===== config.mk =====
export PLATFORM = sky130hd
export DESIGN_NAME = sertx_top
export DESIGN_NICKNAME = d
export VERILOG_FILES = /design/src/rtl/sertx_pkg.sv /design/src/rtl/sertx_hold.sv /design/src/rtl/sertx_seq.sv /design/src/rtl/sertx_shift.sv /design/src/rtl/sertx_top.sv
export SDC_FILE = /design/constraint.sdc
export NUM_CORES = 1
export LEC_CHECK = 0
export BUFFER_PORTS_ARGS = -buffer_cell sky130_fd_sc_hd__buf_2
export CAP_MARGIN = 5
export CORE_UTILIZATION = 51
export CTS_BUF_LIST = sky130_fd_sc_hd__clkbuf_8 sky130_fd_sc_hd__clkbuf_16
export DETAILED_ROUTE_END_ITERATION = 10
export PLACE_DENSITY = 0.74
export SYNTH_ARGS = -nofsm -noshare
export SYNTH_HDL_FRONTEND = slang
export SYNTH_HIERARCHICAL = 1
export SYNTH_SLANG_ARGS = --single-unit

===== constraint.sdc =====
create_clock -name clk -period 1.9 [get_ports clk]
set_input_delay 0.38 -clock clk [delete_from_list [all_inputs] [get_ports clk]]
set_output_delay 0.38 -clock clk [all_outputs]
set_load 0.005 [all_outputs]

===== src/rtl/sertx_pkg.sv =====
package sertx_pkg;
    typedef enum logic [2:0] {
        S_IDLE = 3'd0,
        S_PRE  = 3'd1,
        S_DATA = 3'd2,
        S_BRK  = 3'd3,
        S_MARK = 3'd4
    } tx_state_e;
endpackage


===== src/rtl/sertx_hold.sv =====
module sertx_hold #(
    parameter int DATA_W = 8
) (
    input  logic              clk,
    input  logic              rst_n,
    input  logic              wr_en,
    input  logic [DATA_W:0]   wr_data,
    input  logic              load,
    output logic [DATA_W:0]   hold_data,
    output logic              hold_full
);
    always_ff @(posedge clk or negedge rst_n) begin
        if (!rst_n) begin
            hold_data <= '0;
            hold_full <= 1'b0;
        end else begin
            if (wr_en) begin
                hold_data <= wr_data;
                hold_full <= 1'b1;
            end else if (load) begin
                hold_full <= 1'b0;
            end
        end
    end

    // a load with no simultaneous write leaves the register empty
    assert_empty_after_load_R9: assert property (@(posedge clk) disable iff (!rst_n)
        (load && !wr_en) |=> !hold_full);
    assert_full_after_write_R9: assert property (@(posedge clk) disable iff (!rst_n)
        wr_en |=> hold_full);
endmodule


===== src/rtl/sertx_seq.sv =====
module sertx_seq
    import sertx_pkg::*;
#(
    parameter int DATA_W = 8
) (
    input  logic      clk,
    input  logic      rst_n,
    input  logic      tick,
    input  logic      tx_en,
    input  logic      brk_req,
    input  logic      long_mode,
    input  logic      hold_full,
    output tx_state_e state,
    output tx_state_e choice,
    output logic      start,
    output logic      load,
    output logic      long_nx
);
    localparam int SHORT_LEN = DATA_W + 2;
    localparam int LONG_LEN  = DATA_W + 3;
    localparam int CNT_W     = $clog2(LONG_LEN);

    logic [CNT_W-1:0] cnt;
    logic             flen_long;
    logic             en_q;
    logic             pre_pend;
    logic             pre_want;
    logic [CNT_W-1:0] last_idx;
    logic             at_end;
    logic             boundary;

    // frame length of the current frame
    always_comb begin
        unique case (state)
            S_MARK:  last_idx = '0;
            default: last_idx = flen_long ? CNT_W'(LONG_LEN - 1) : CNT_W'(SHORT_LEN - 1);
        endcase
        at_end   = (state == S_IDLE) || (cnt == last_idx);
        boundary = tick && at_end;
        pre_want = tx_en && (pre_pend || !en_q);
    end

    // next frame kind chosen at a boundary, by priority
    always_comb begin
        if (!tx_en)
            choice = S_IDLE;
        else if (pre_want)
            choice = S_PRE;
        else if (state == S_BRK && !brk_req)
            choice = S_MARK;
        else if (brk_req)
            choice = S_BRK;
        else if (hold_full)
            choice = S_DATA;
        else
            choice = S_IDLE;
    end

    // state register
    always_ff @(posedge clk or negedge rst_n) begin
        if (!rst_n)
            state <= S_IDLE;
        else if (boundary)
            state <= choice;
    end

    // counter, length latch, enable edge
    always_ff @(posedge clk or negedge rst_n) begin
        if (!rst_n) begin
            cnt       <= '0;
            flen_long <= 1'b0;
            en_q      <= 1'b0;
            pre_pend  <= 1'b0;
        end else begin
            en_q <= tx_en;
            if (boundary) begin
                cnt       <= '0;
                flen_long <= long_mode;
            end else if (tick) begin
                cnt <= cnt + 1'b1;
            end
            if (!tx_en)
                pre_pend <= 1'b0;
            else if (boundary && choice == S_PRE)
                pre_pend <= 1'b0;
            else if (!en_q)
                pre_pend <= 1'b1;
        end
    end

    // outputs toward shifter and holding register
    always_comb begin
        start   = boundary;
        load    = boundary && (choice == S_DATA);
        long_nx = long_mode;
    end

    assert_state_on_tick_R2: assert property (@(posedge clk) disable iff (!rst_n)
        !tick |=> $stable(state));
    assert_idle_disabled_R8: assert property (@(posedge clk) disable iff (!rst_n)
        (state == S_IDLE && !tx_en) |=> state == S_IDLE);
    assert_frame_completes_R7: assert property (@(posedge clk) disable iff (!rst_n)
        (state == S_DATA && tick && !at_end) |=> state == S_DATA);
    assert_mark_after_break_R6: assert property (@(posedge clk) disable iff (!rst_n)
        (state == S_BRK && boundary && tx_en && !brk_req && !pre_want) |=> state == S_MARK);
endmodule


===== src/rtl/sertx_shift.sv =====
module sertx_shift
    import sertx_pkg::*;
#(
    parameter int DATA_W = 8
) (
    input  logic            clk,
    input  logic            rst_n,
    input  logic            tick,
    input  logic            start,
    input  tx_state_e       kind,
    input  logic            long_sel,
    input  logic [DATA_W:0] data,
    output logic            txd
);
    localparam int FRAME_W = DATA_W + 3;

    logic [FRAME_W-1:0] shreg;
    logic [FRAME_W-1:0] pattern;

    always_comb begin
        unique case (kind)
            S_DATA:  pattern = long_sel ? {1'b1, data, 1'b0}
                                        : {2'b11, data[DATA_W-1:0], 1'b0};
            S_BRK:   pattern = '0;
            default: pattern = '1;
        endcase
    end

    always_ff @(posedge clk or negedge rst_n) begin
        if (!rst_n)
            shreg <= '1;
        else if (tick) begin
            if (start)
                shreg <= pattern;
            else
                shreg <= {1'b1, shreg[FRAME_W-1:1]};
        end
    end

    assign txd = shreg[0];

    assert_line_on_tick_R2: assert property (@(posedge clk) disable iff (!rst_n)
        !tick |=> $stable(txd));
endmodule


===== src/rtl/sertx_top.sv =====
module sertx_top
    import sertx_pkg::*;
#(
    parameter int DATA_W = 8
) (
    input  logic            clk,
    input  logic            rst_n,
    input  logic            tx_en,
    input  logic            brk_req,
    input  logic            long_mode,
    input  logic            baud_tick,
    input  logic            wr_en,
    input  logic [DATA_W:0] wr_data,
    output logic            tdre,
    output logic            tc,
    output logic            txd
);
    tx_state_e       state;
    tx_state_e       choice;
    logic            start;
    logic            load;
    logic            long_nx;
    logic [DATA_W:0] hold_data;
    logic            hold_full;

    sertx_hold #(.DATA_W(DATA_W)) u_hold (
        .clk(clk), .rst_n(rst_n), .wr_en(wr_en), .wr_data(wr_data),
        .load(load), .hold_data(hold_data), .hold_full(hold_full)
    );

    sertx_seq #(.DATA_W(DATA_W)) u_seq (
        .clk(clk), .rst_n(rst_n), .tick(baud_tick), .tx_en(tx_en),
        .brk_req(brk_req), .long_mode(long_mode), .hold_full(hold_full),
        .state(state), .choice(choice), .start(start), .load(load),
        .long_nx(long_nx)
    );

    sertx_shift #(.DATA_W(DATA_W)) u_shift (
        .clk(clk), .rst_n(rst_n), .tick(baud_tick), .start(start),
        .kind(choice), .long_sel(long_nx), .data(hold_data), .txd(txd)
    );

    always_comb begin
        tdre = !hold_full;
        tc   = (state == S_IDLE) && !hold_full;
    end

    assert_break_low_R5: assert property (@(posedge clk) disable iff (!rst_n)
        (state == S_BRK) |-> !txd);
    assert_preamble_high_R3: assert property (@(posedge clk) disable iff (!rst_n)
        (state == S_PRE || state == S_MARK || state == S_IDLE) |-> txd);
    assert_tc_idle_R10: assert property (@(posedge clk) disable iff (!rst_n)
        tc |-> (txd && tdre));
endmodule


==> results of run 1 <==
==> synth_stat cells, types with 2 or more instances <==
master     n
nor2_1    24
nand3b_1   2
o21ai_0    5
a221oi_2   9
buf_6      2
dfrtp_1   20
inv_1      8
dfstp_2   11
a21oi_1    2
nor3_1     2
nand2b_1  10
buf_2      3
mux2_4    10
nand2_1    6
and3b_1    2
a211o_2    2
==> how the worst max path moves through the flow <==
stage / startpoint / end / depth (start not counted)
final: u_seq/state[1] / u_shift/shreg[2] / 6
after global routing: u_seq/state[1] / u_shift/shreg[3] / 6
after CTS: u_seq/cnt[0] / u_shift/shreg[8] / 6
after detailed placement: u_seq/state[1] / u_shift/shreg[2] / 6
after global placement: u_seq/state[1] / u_shift/shreg[9] / 6
after floorplan: u_seq/state[1] / u_shift/shreg[9] / 6
==> state kept, by name, indices dropped and copies added (netlist names) <==
register	cells
u_shift/shreg	11
u_hold/hold_data	9
u_seq/cnt	4
u_seq/state	3
u_hold/hold_full	1
u_seq/en_q	1
u_seq/flen_long	1
u_seq/pre_pend	1
==> through the flow <==
| step | worst slack (ns) | instance area, sq um | hold WS (ns) |
|---|---|---|---|
| CTS | 0.0338 | 1890 | 0.148 |
| detailed placement | 0.0110 | 1800 | 0.464 |
| finish | 0.0845 | 1910 | 0.130 |
| global placement | 0.118 | 1800 | 0.449 |
| floorplan | 0.100 | 1640 | 0.0844 |
| global route | 0.00573 | 1910 | 0.174 |
==> cells by family (layout without fill, tap and decap cells) <==
family / after synthesis / after routing
simple gates: 53 / 53
flops: 31 / 31
compound gates: 28 / 28
buf+inv: 15 / 42
mux: 11 / 11
xor+xnor: 2 / 2
fa+ha+maj: 1 / 1
==> power breakdown <==
part	internal, mW	leakage [nW]	switching (mW)
clock	0.246	0.0505	0.236
combinational	0.292	0.477	0.292
sequential	0.814	0.346	0.125
==> worst max-delay path, delay by kind of cell (launching register included) <==
kind / cells / cell delay (ns)
buffers and inverters: 1 / 0.15
DFF: 1 / 0.39
and+or+nand+nor: 2 / 0.51
AOI/OAI and AO/OA: 3 / 0.68
==> cell type report <==
cell class / instances / area (sq um) / area share [%]
clock buffers: 5 / 68.8 / 3.60
clock inverters: 3 / 12.5 / 0.654
inverters: 8 / 30.0 / 1.57
multi-input cells: 95 / 795 / 41.5
flip-flops and latches: 31 / 790 / 41.3
well taps: 44 / 55.1 / 2.88
repair buffers: 26 / 163 / 8.50
==> routing by layer <==
metal	routed length, microns	vias up	track usage (%)	part of all wire [%]
met5	0	-	0	0
met4	65	0	7.14	2.1
met2	1540	25	34.6	50
met1	1360	566	25.5	44
met3	128	8	8.35	4.1
li1	-	546	-	-
==> what timing repair did <==
action,in CTS,in global routing
gates resized for setup,0,3
setup buffers,1,0
setup endpoints to repair,2,11
endpoints found under the hold margin,0,0
pin swaps,1,2
==> flow_metrics.py, run 1 <==
metrics = {
    "placement": {
        "gp_congestion": 0.825,
        "placed_cells": 203,
        "dp_hpwl_mm": 2.20,
        "port_buffers": 18,
    },
    "finish": {
        "utilization_pct": 62.7,
        "most-common-layout-cells": "24 x nor2_1, 20 x dfrtp_1, 18 x buf_2, 11 x dfstp_2",
        "mostFrequentLayoutCell": "nor2_1",
        "nets": 184,
        "diodes": 0,
        "area.growth.synth_to_final_pct": 17.0,
        "drive_above_1_share_pct": 43.5,
        "fillers": 266,
        "finalNonFillerCells": 212,
    },
    "floorplanning": {
        "start_util_pct": 53.6,
        "io_pins": 19,
        "die_x_microns": 58.6,
        "die_area_sq_mm": 0.00344,
        "coreArea_sq_mm": 0.00305,
        "dieHeight_microns": 58.6,
        "rows": 20,
    },
    "sta": {
        "rsz0062_at_grt": "no",
        "period_share_pct": 95.6,
        "final-hold-violation-count": 0,
        "relSlewSlack_pct": 55.2,
        "setup_tns_ns": 0,
        "drv_slew": 0,
        "timing.fmax_mhz": 551,
        "period_minus_slack_ns": 1.82,
        "fin_skew_ns": 0.0101,
        "setup_viol": 0,
        "tightestPinTransition_ns": 0.672,
    },
    "yosys": {
        "ys_seq_area_share_pct": 48.3,
        "synth-xor-area-share_pct": 1.07,
        "async_flop_share_pct": 100,
        "ys_top_cells_by_area": "dfrtp_1 31%, dfstp_2 18%, mux2_4 9.2%",
        "ys.flop_type": "dfrtp_1",
        "syn_nets": 158,
        "yosysWarnings": 6,
        "synthesis.area_sq_mm": 0.00164,
        "synthMuxAreaShare_pct": 9.79,
        "synth-seq-cells": 31,
        "synthCells": 141,
        "synthAdderAreaFrac_pct": 0.765,
        "yosys.area.top_type_share_pct": 30.6,
        "synth-edff-count": 0,
        "synth_compound_area_share_pct": 18.4,
        "synth_top_area_cell": "dfrtp_1",
        "synth_top_family_by_area": "compound AO/OA/AOI/OAI gates",
        "yosysUniqueCellTypes": 39,
        "synth-simple-area-share_pct": 16.9,
        "avgSynthCellArea_sq_um": 11.6,
    },
    "route": {
        "routed_wl_mm": 3.10,
        "wl_per_cell_microns": 14.6,
        "avgViaCountPerCell": 5.40,
        "drt_iter0_markers": 22,
        "vias": 1145,
        "drc": 0,
        "first_pass_iters": 4,
        "ant_nets": 0,
    },
    "critical_path": {
        "rrSetupSlack_ns": 0.08,
        "crit_type": "flip-flop to flip-flop",
        "critPathMaxFanout": 10,
        "worst_ep_required_time_ns": 2.09,
        "crit_path_start_kind": "flip-flop",
        "reg2reg_from": "u_seq/state[1]",
        "rr_worst_depth": 6,
        "critPathArrivalTime_ns": 2.00,
        "rr_endpoint": "u_shift/shreg[2]",
        "endpoint_kind": "flip-flop",
        "worstPathCellList": "or2_4 > o311ai_4 > a21oi_4 > and4b_1 > buf_12 > a221oi_2",
        "slowest_delay_ns": 0.39,
        "cp_slowest_cell": "dfrtp_1",
    },
    "pwr": {
        "ir_worst_vdd_mv": 0.496,
        "fin_total_pwr_mw": 2.01,
        "power_leakage_nw": 0.874,
        "p_per_area_mw_per_mm2": 1050,
    },
    "clocking": {
        "cts_hold_buf": 0,
        "cts_tree": "done",
        "root_buffer": "clkbuf_8",
        "cts_made_buffers": 5,
        "clock_latency_ns": 0.28,
        "h-tree-depth": 2,
        "clk_path_buf_depth": 2,
        "clock_sinks": 31,
        "path_clk_slew_ns": 0.06,
    },
    "grt": {
        "overflow": 0,
        "grtUsageTotal_pct": 21.1,
        "grt_pass1_wl_mm": 5.20,
        "antenna_found_initial": 0,
        "grt_pass1_vias": 1124,
        "grt_max_degree": 32,
    },
    "worst_hold_path": {
        "hp-class": "input pin to asynchronous set/reset pin",
    },
    "outcome": {
        "outcome": "completed",
    },
    "job": {
        "cap_violations": 0,
    },
}
Power figures use the tool's default switching activity.
==> run 2, diff against run 1 <==
- ABC_AREA: default -> 1
==> flow_metrics.py, run 2 <==
metrics = {
    "yosys": {
        "synthesis.area_sq_mm": 0.00161,
        "yosysMostFrequentCell": "nand2_1",
        "ys.flop_type": "dfrtp_1",
        "synth_common_cells": "105 x nand2_1, 30 x nor2_1, 20 x dfrtp_1",
        "ys_seq_area_share_pct": 49.0,
        "avgSynthCellArea_sq_um": 7.50,
        "synth-seq-cells": 31,
        "synth-edff-count": 0,
        "synth_top_area_cell": "dfrtp_1",
        "yosysWarnings": 6,
        "yosysUniqueCellTypes": 25,
        "async_flop_share_pct": 100,
        "yosys.area.top_type_share_pct": 31.0,
        "ys_top_cells_by_area": "dfrtp_1 31%, nand2_1 24%, dfstp_2 18%",
        "synthCells": 215,
        "syn_nets": 232,
    },
    "sta": {
        "period_minus_slack_ns": 1.63,
        "setup_tns_ns": 0,
        "fin_skew_ns": 0.00179,
        "timing.fmax_mhz": 612,
        "relSlewSlack_pct": 56.9,
        "drv_slew": 0,
        "tightestPinTransition_ns": 0.646,
        "finalWorstSetupSlack_ns": 0.266,
        "whs_ns": 0.131,
        "setup_viol": 0,
        "rsz0062_at_grt": "no",
        "final-hold-violation-count": 0,
        "period_share_pct": 86.0,
    },
    "finish": {
        "fillers": 263,
        "largest_reg_flops": 11,
        "utilization_pct": 59.6,
        "mostFrequentLayoutCell": "nand2_1",
        "top_regs": "u_shift/shreg (11), u_hold/hold_data (9), u_seq/cnt (4)",
        "diodes": 0,
        "stdcell_area_sq_mm": 0.00180,
        "multiInputGateArea_sq_um": 692,
        "seq_area_sq_um": 790,
        "finalNonFillerCells": 279,
        "regMostFlops": "u_shift/shreg",
        "area.growth.synth_to_final_pct": 11.9,
        "nets": 251,
        "drive_above_1_share_pct": 21.3,
        "most-common-layout-cells": "105 x nand2_1, 30 x nor2_1, 20 x dfrtp_1, 18 x buf_2, 14 x inv_1",
    },
    "route": {
        "routed_wl_mm": 2.55,
        "drc": 0,
        "vias": 1250,
        "first_pass_iters": 5,
        "drt_iter0_markers": 42,
        "ant_nets": 0,
        "wl_per_cell_microns": 9.14,
        "avgViaCountPerCell": 4.48,
    },
    "pwr": {
        "p_int_mw": 1.39,
        "fin_total_pwr_mw": 2.06,
        "p_clk_share_pct": 26.5,
        "p_per_area_mw_per_mm2": 1140,
        "power.net_switching_uw": 677,
        "share_comb_of_total_power_pct": 26.7,
        "power_leakage_nw": 0.978,
        "ir_worst_vdd_mv": 0.531,
        "switching_share_pct": 32.8,
        "seqPwrFrac_pct": 46.8,
    },
    "grt": {
        "antenna_found_initial": 0,
        "grt_pass1_vias": 1075,
        "grt_pass1_wl_mm": 4.54,
        "grt_use_met3_pct": 6.70,
        "gr-max-usage-layer": "met2",
        "grtUsageTotal_pct": 17.8,
        "grt_use_met1_pct": 24.5,
        "grt_max_degree": 32,
        "overflow": 0,
        "grt_util_met2_pct": 26.9,
    },
    "worst_hold_path": {
        "hp-class": "input pin to asynchronous set/reset pin",
    },
    "floorplanning": {
        "rows": 20,
        "coreArea_sq_mm": 0.00303,
        "die_x_microns": 58.2,
        "dieHeight_microns": 58.2,
        "die_area_sq_mm": 0.00339,
        "start_util_pct": 53.3,
        "io_pins": 19,
    },
    "placement": {
        "gp_congestion": 0.802,
        "placed_cells": 271,
        "dp_hpwl_mm": 1.85,
        "dpl_cell_area_sq_mm": 0.00170,
        "port_buffers": 18,
        "pre_cts_ws_ns": 0.277,
    },
    "clocking": {
        "root_buffer": "clkbuf_8",
        "clk_path_buf_depth": 2,
        "path_clk_slew_ns": 0.06,
        "clock_latency_ns": 0.27,
        "cts_tree": "done",
        "clock_sinks": 31,
        "h-tree-depth": 2,
        "ctsResizeCount": 0,
        "cts_hold_buf": 0,
        "cts_made_buffers": 5,
        "postCtsSetupBuffers": 0,
    },
    "critical_path": {
        "critPathArrivalTime_ns": 1.84,
        "rrSetupSlack_ns": 0.27,
        "critPathMaxFanout": 16,
        "crit_type": "flip-flop to flip-flop",
        "crit_path_start_kind": "flip-flop",
        "worst_ep_required_time_ns": 2.11,
        "endpoint_kind": "flip-flop",
    },
    "outcome": {
        "outcome": "completed",
    },
    "job": {
        "cap_violations": 0,
    },
}
## run 2: final cells by class
| type | instances | area share [%] |
|---|---|---|
| clock buffer | 7 | 5.34 |
| clock inverter | 1 | 0.208 |
| inverter | 20 | 4.30 |
| multi-input combinational | 158 | 38.3 |
| sequential | 31 | 43.8 |
| tap | 44 | 3.05 |
| timing repair buffer | 18 | 4.99 |
## run 2: final timing paths
kind                                  start             endpoint  cells after the start
max reg2reg                    u_seq/cnt[1]     u_shift/shreg[1]                     12
max                            u_seq/cnt[1]     u_shift/shreg[1]                     12
min                                   rst_n  u_hold/hold_data[7]                      1
min in group clk                      tx_en           u_seq/en_q                      1
min reg2reg                u_shift/shreg[0]     u_shift/shreg[0]                      2
max in group asynchronous             rst_n  u_hold/hold_data[0]                      1
## run 2: power by group through the flow
| stage | Combinational (mW) | Clock (mW) | Sequential [mW] |
|---|---|---|---|
| 2_1_floorplan | 0.471 | 0 | 0.952 |
| 3_3_place_gp | 0.557 | 0 | 0.974 |
| 3_5_place_dp | 0.559 | 0 | 0.974 |
| 4_1_cts | 0.559 | 0.565 | 0.966 |
| 5_1_grt | 0.646 | 0.595 | 0.983 |
| 6_report | 0.551 | 0.547 | 0.965 |
## run 2: routing by layer
| metal | vias up | share of wire [%] |
|---|---|---|
| met3 | 3 | 3.2 |
| li1 | 677 | - |
| met5 | - | 0 |
| met2 | 25 | 42 |
| met4 | 0 | 0.55 |
| met1 | 545 | 54 |
## run 2: cells by family after synthesis
family                   after synthesis  share of synthesized area [%]
AND/OR/NAND/NOR                      149                           38.5
flip-flops                            31                           49.0
buffers and inverters                 26                           8.15
AO/OA/AOI/OAI                          5                           1.94
XOR/XNOR                               2                           1.09
multiplexers                           1                          0.621
adder cells (fa/ha/maj)                1                          0.776
## run 2: worst max-delay path, cell delays in order, from the launching register on
cell	delay [ns]
dfrtp_1	0.42
nand2_1	0.08
inv_1	0.05
nor2_1	0.08
nand2_1	0.07
nand2_2	0.12
nand3_4	0.13
inv_4	0.18
inv_2	0.08
nor2_8	0.16
nand2_1	0.08
nand2_1	0.06
nand2_1	0.05
==> run 3, diff against run 2 <==
- CORE_UTILIZATION: 51 -> 25
- PLACE_DENSITY: 0.74 -> default
==> flow_metrics.py, run 3 (same netlist as run 2, synthesis figures left out) <==
metrics = {
    "outcome": {
        "outcome": "completed",
    },
    "critical_path": {
        "critPathMaxFanout": 16,
        "critPathArrivalTime_ns": 1.87,
        "crit_path_start_kind": "flip-flop",
        "slowest_delay_ns": 0.42,
        "cp_slowest_cell": "dfrtp_1",
        "worstPathCellList": "nand2_1 > inv_1 > nor2_1 > nand2_1 > nand2_2 > nand3_4 > inv_4 > inv_2 > nor2_8 > nand2_1 > nand2_1 > nand2_1",
        "crit_family": "simple AND/OR/NAND/NOR gates",
        "crit_buf_inv": 3,
        "endpoint_kind": "flip-flop",
        "worst_ep_required_time_ns": 2.11,
        "rrSetupSlack_ns": 0.24,
        "crit_type": "flip-flop to flip-flop",
        "crit_path_frequent_cell": "nand2_1",
    },
    "route": {
        "first_pass_iters": 4,
        "avgViaCountPerCell": 4.15,
        "drc": 0,
        "drt_iter0_markers": 75,
        "vias": 1287,
        "routed_wl_mm": 3.03,
        "ant_nets": 0,
        "wl_per_cell_microns": 9.78,
    },
    "floorplanning": {
        "rows": 28,
        "start_util_pct": 26.6,
        "die_area_sq_mm": 0.00678,
        "io_pins": 19,
        "die_x_microns": 82.3,
        "coreArea_sq_mm": 0.00606,
        "dieHeight_microns": 82.3,
    },
    "placement": {
        "gp_congestion": 0.777,
        "dp_hpwl_mm": 2.20,
        "port_buffers": 18,
    },
    "clocking": {
        "clk_path_buf_depth": 2,
        "root_buffer": "clkbuf_8",
        "clock_latency_ns": 0.28,
        "postCtsSetupBuffers": 0,
        "cts_hold_buf": 0,
        "cts_made_buffers": 5,
        "ctsResizeCount": 0,
        "path_clk_slew_ns": 0.06,
        "cts_tree": "done",
        "clock_sinks": 31,
        "h-tree-depth": 2,
    },
    "pwr": {
        "seqPwrFrac_pct": 46.4,
        "p_per_area_mw_per_mm2": 1130,
        "p_clk_share_pct": 26.7,
        "power.net_switching_uw": 696,
        "ir_worst_vdd_mv": 0.374,
        "power_leakage_nw": 0.978,
        "p_int_mw": 1.39,
        "share_comb_of_total_power_pct": 26.9,
        "switching_share_pct": 33.4,
    },
    "finish": {
        "most-common-layout-cells": "105 x nand2_1, 30 x nor2_1, 20 x dfrtp_1, 18 x buf_2, 14 x inv_1",
        "regMostFlops": "u_shift/shreg",
        "diodes": 0,
        "mostFrequentLayoutCell": "nand2_1",
        "area.growth.synth_to_final_pct": 14.3,
        "drive_above_1_share_pct": 21.3,
        "top_regs": "u_shift/shreg (11), u_hold/hold_data (9), u_seq/cnt (4)",
        "largest_reg_flops": 11,
        "nets": 251,
        "fillers": 669,
    },
    "sta": {
        "drv_slew": 0,
        "timing.fmax_mhz": 603,
        "rsz0062_at_grt": "no",
        "setup_tns_ns": 0,
        "relSlewSlack_pct": 53.4,
        "tightestPinTransition_ns": 0.699,
        "final-hold-violation-count": 0,
        "fin_skew_ns": 0.00308,
        "period_share_pct": 87.2,
        "setup_viol": 0,
        "period_minus_slack_ns": 1.66,
        "whs_ns": 0.147,
    },
    "worst_hold_path": {
        "hp-class": "input pin to asynchronous set/reset pin",
    },
    "grt": {
        "antenna_found_initial": 0,
        "grtUsageTotal_pct": 10.5,
        "grt_pass1_vias": 1179,
        "grt_pass1_wl_mm": 5.31,
        "overflow": 0,
        "grt_max_degree": 32,
    },
    "job": {
        "cap_violations": 0,
    },
}
[run 3: cell counts in the layout (fill, tap and decap cells not counted)]
No cell type changed its count.
[run 3: final timing paths]
check                            startpoint                  end  cells past startpoint
max reg2reg                    u_seq/cnt[1]     u_shift/shreg[3]                     12
max in group asynchronous             rst_n  u_hold/hold_data[8]                      1
min in group clk                      tx_en           u_seq/en_q                      1
min                                   rst_n       u_seq/state[1]                      1
min reg2reg                u_shift/shreg[4]     u_shift/shreg[4]                      2
max                            u_seq/cnt[1]     u_shift/shreg[3]                     12
[run 3: power groups by stage]
stage / sequential [mW] / combinational, mW / clock (mW)
2_1_floorplan: 0.952 / 0.471 / 0
3_3_place_gp: 0.976 / 0.555 / 0
3_5_place_dp: 0.976 / 0.564 / 0
4_1_cts: 0.966 / 0.567 / 0.578
5_1_grt: 0.988 / 0.659 / 0.603
6_report: 0.966 / 0.560 / 0.557
[run 3: through the flow]
| stage | util, % | std cells | area, sq um | power, mW | worst slack [ns] |
|---|---|---|---|---|---|
| after CTS | 30.4 | 310 | 1840 | 2.11 | 0.233 |
| after global placement | 28.8 | 302 | 1740 | 1.53 | 0.274 |
| final | 30.4 | 310 | 1840 | 2.08 | 0.243 |
| after global routing | 30.4 | 310 | 1840 | 2.25 | 0.0341 |
| after floorplan | - | 215 | 1610 | 1.42 | 0.525 |
| after detailed placement | 28.8 | 302 | 1740 | 1.54 | 0.249 |
[run 3: final cells by class]
class	count	area (sq um)	share of cell area (%)
flip-flops and latches	31	790	42.8
multi-input cells	158	692	37.5
clock buffers	7	96.3	5.23
well taps	75	93.8	5.09
repair buffers	18	90.1	4.89
inverters	20	77.6	4.21
clock inverters	1	3.75	0.204
[run 3: routing by layer]
metal  routed length (microns)  vias to the layer above  GRT usage [%]
met4                        34                        0           3.68
met2                      1300                       30           16.3
met3                       170                        4           3.52
met5                         0                        -              0
li1                          -                      680              -
met1                      1530                      573           13.5
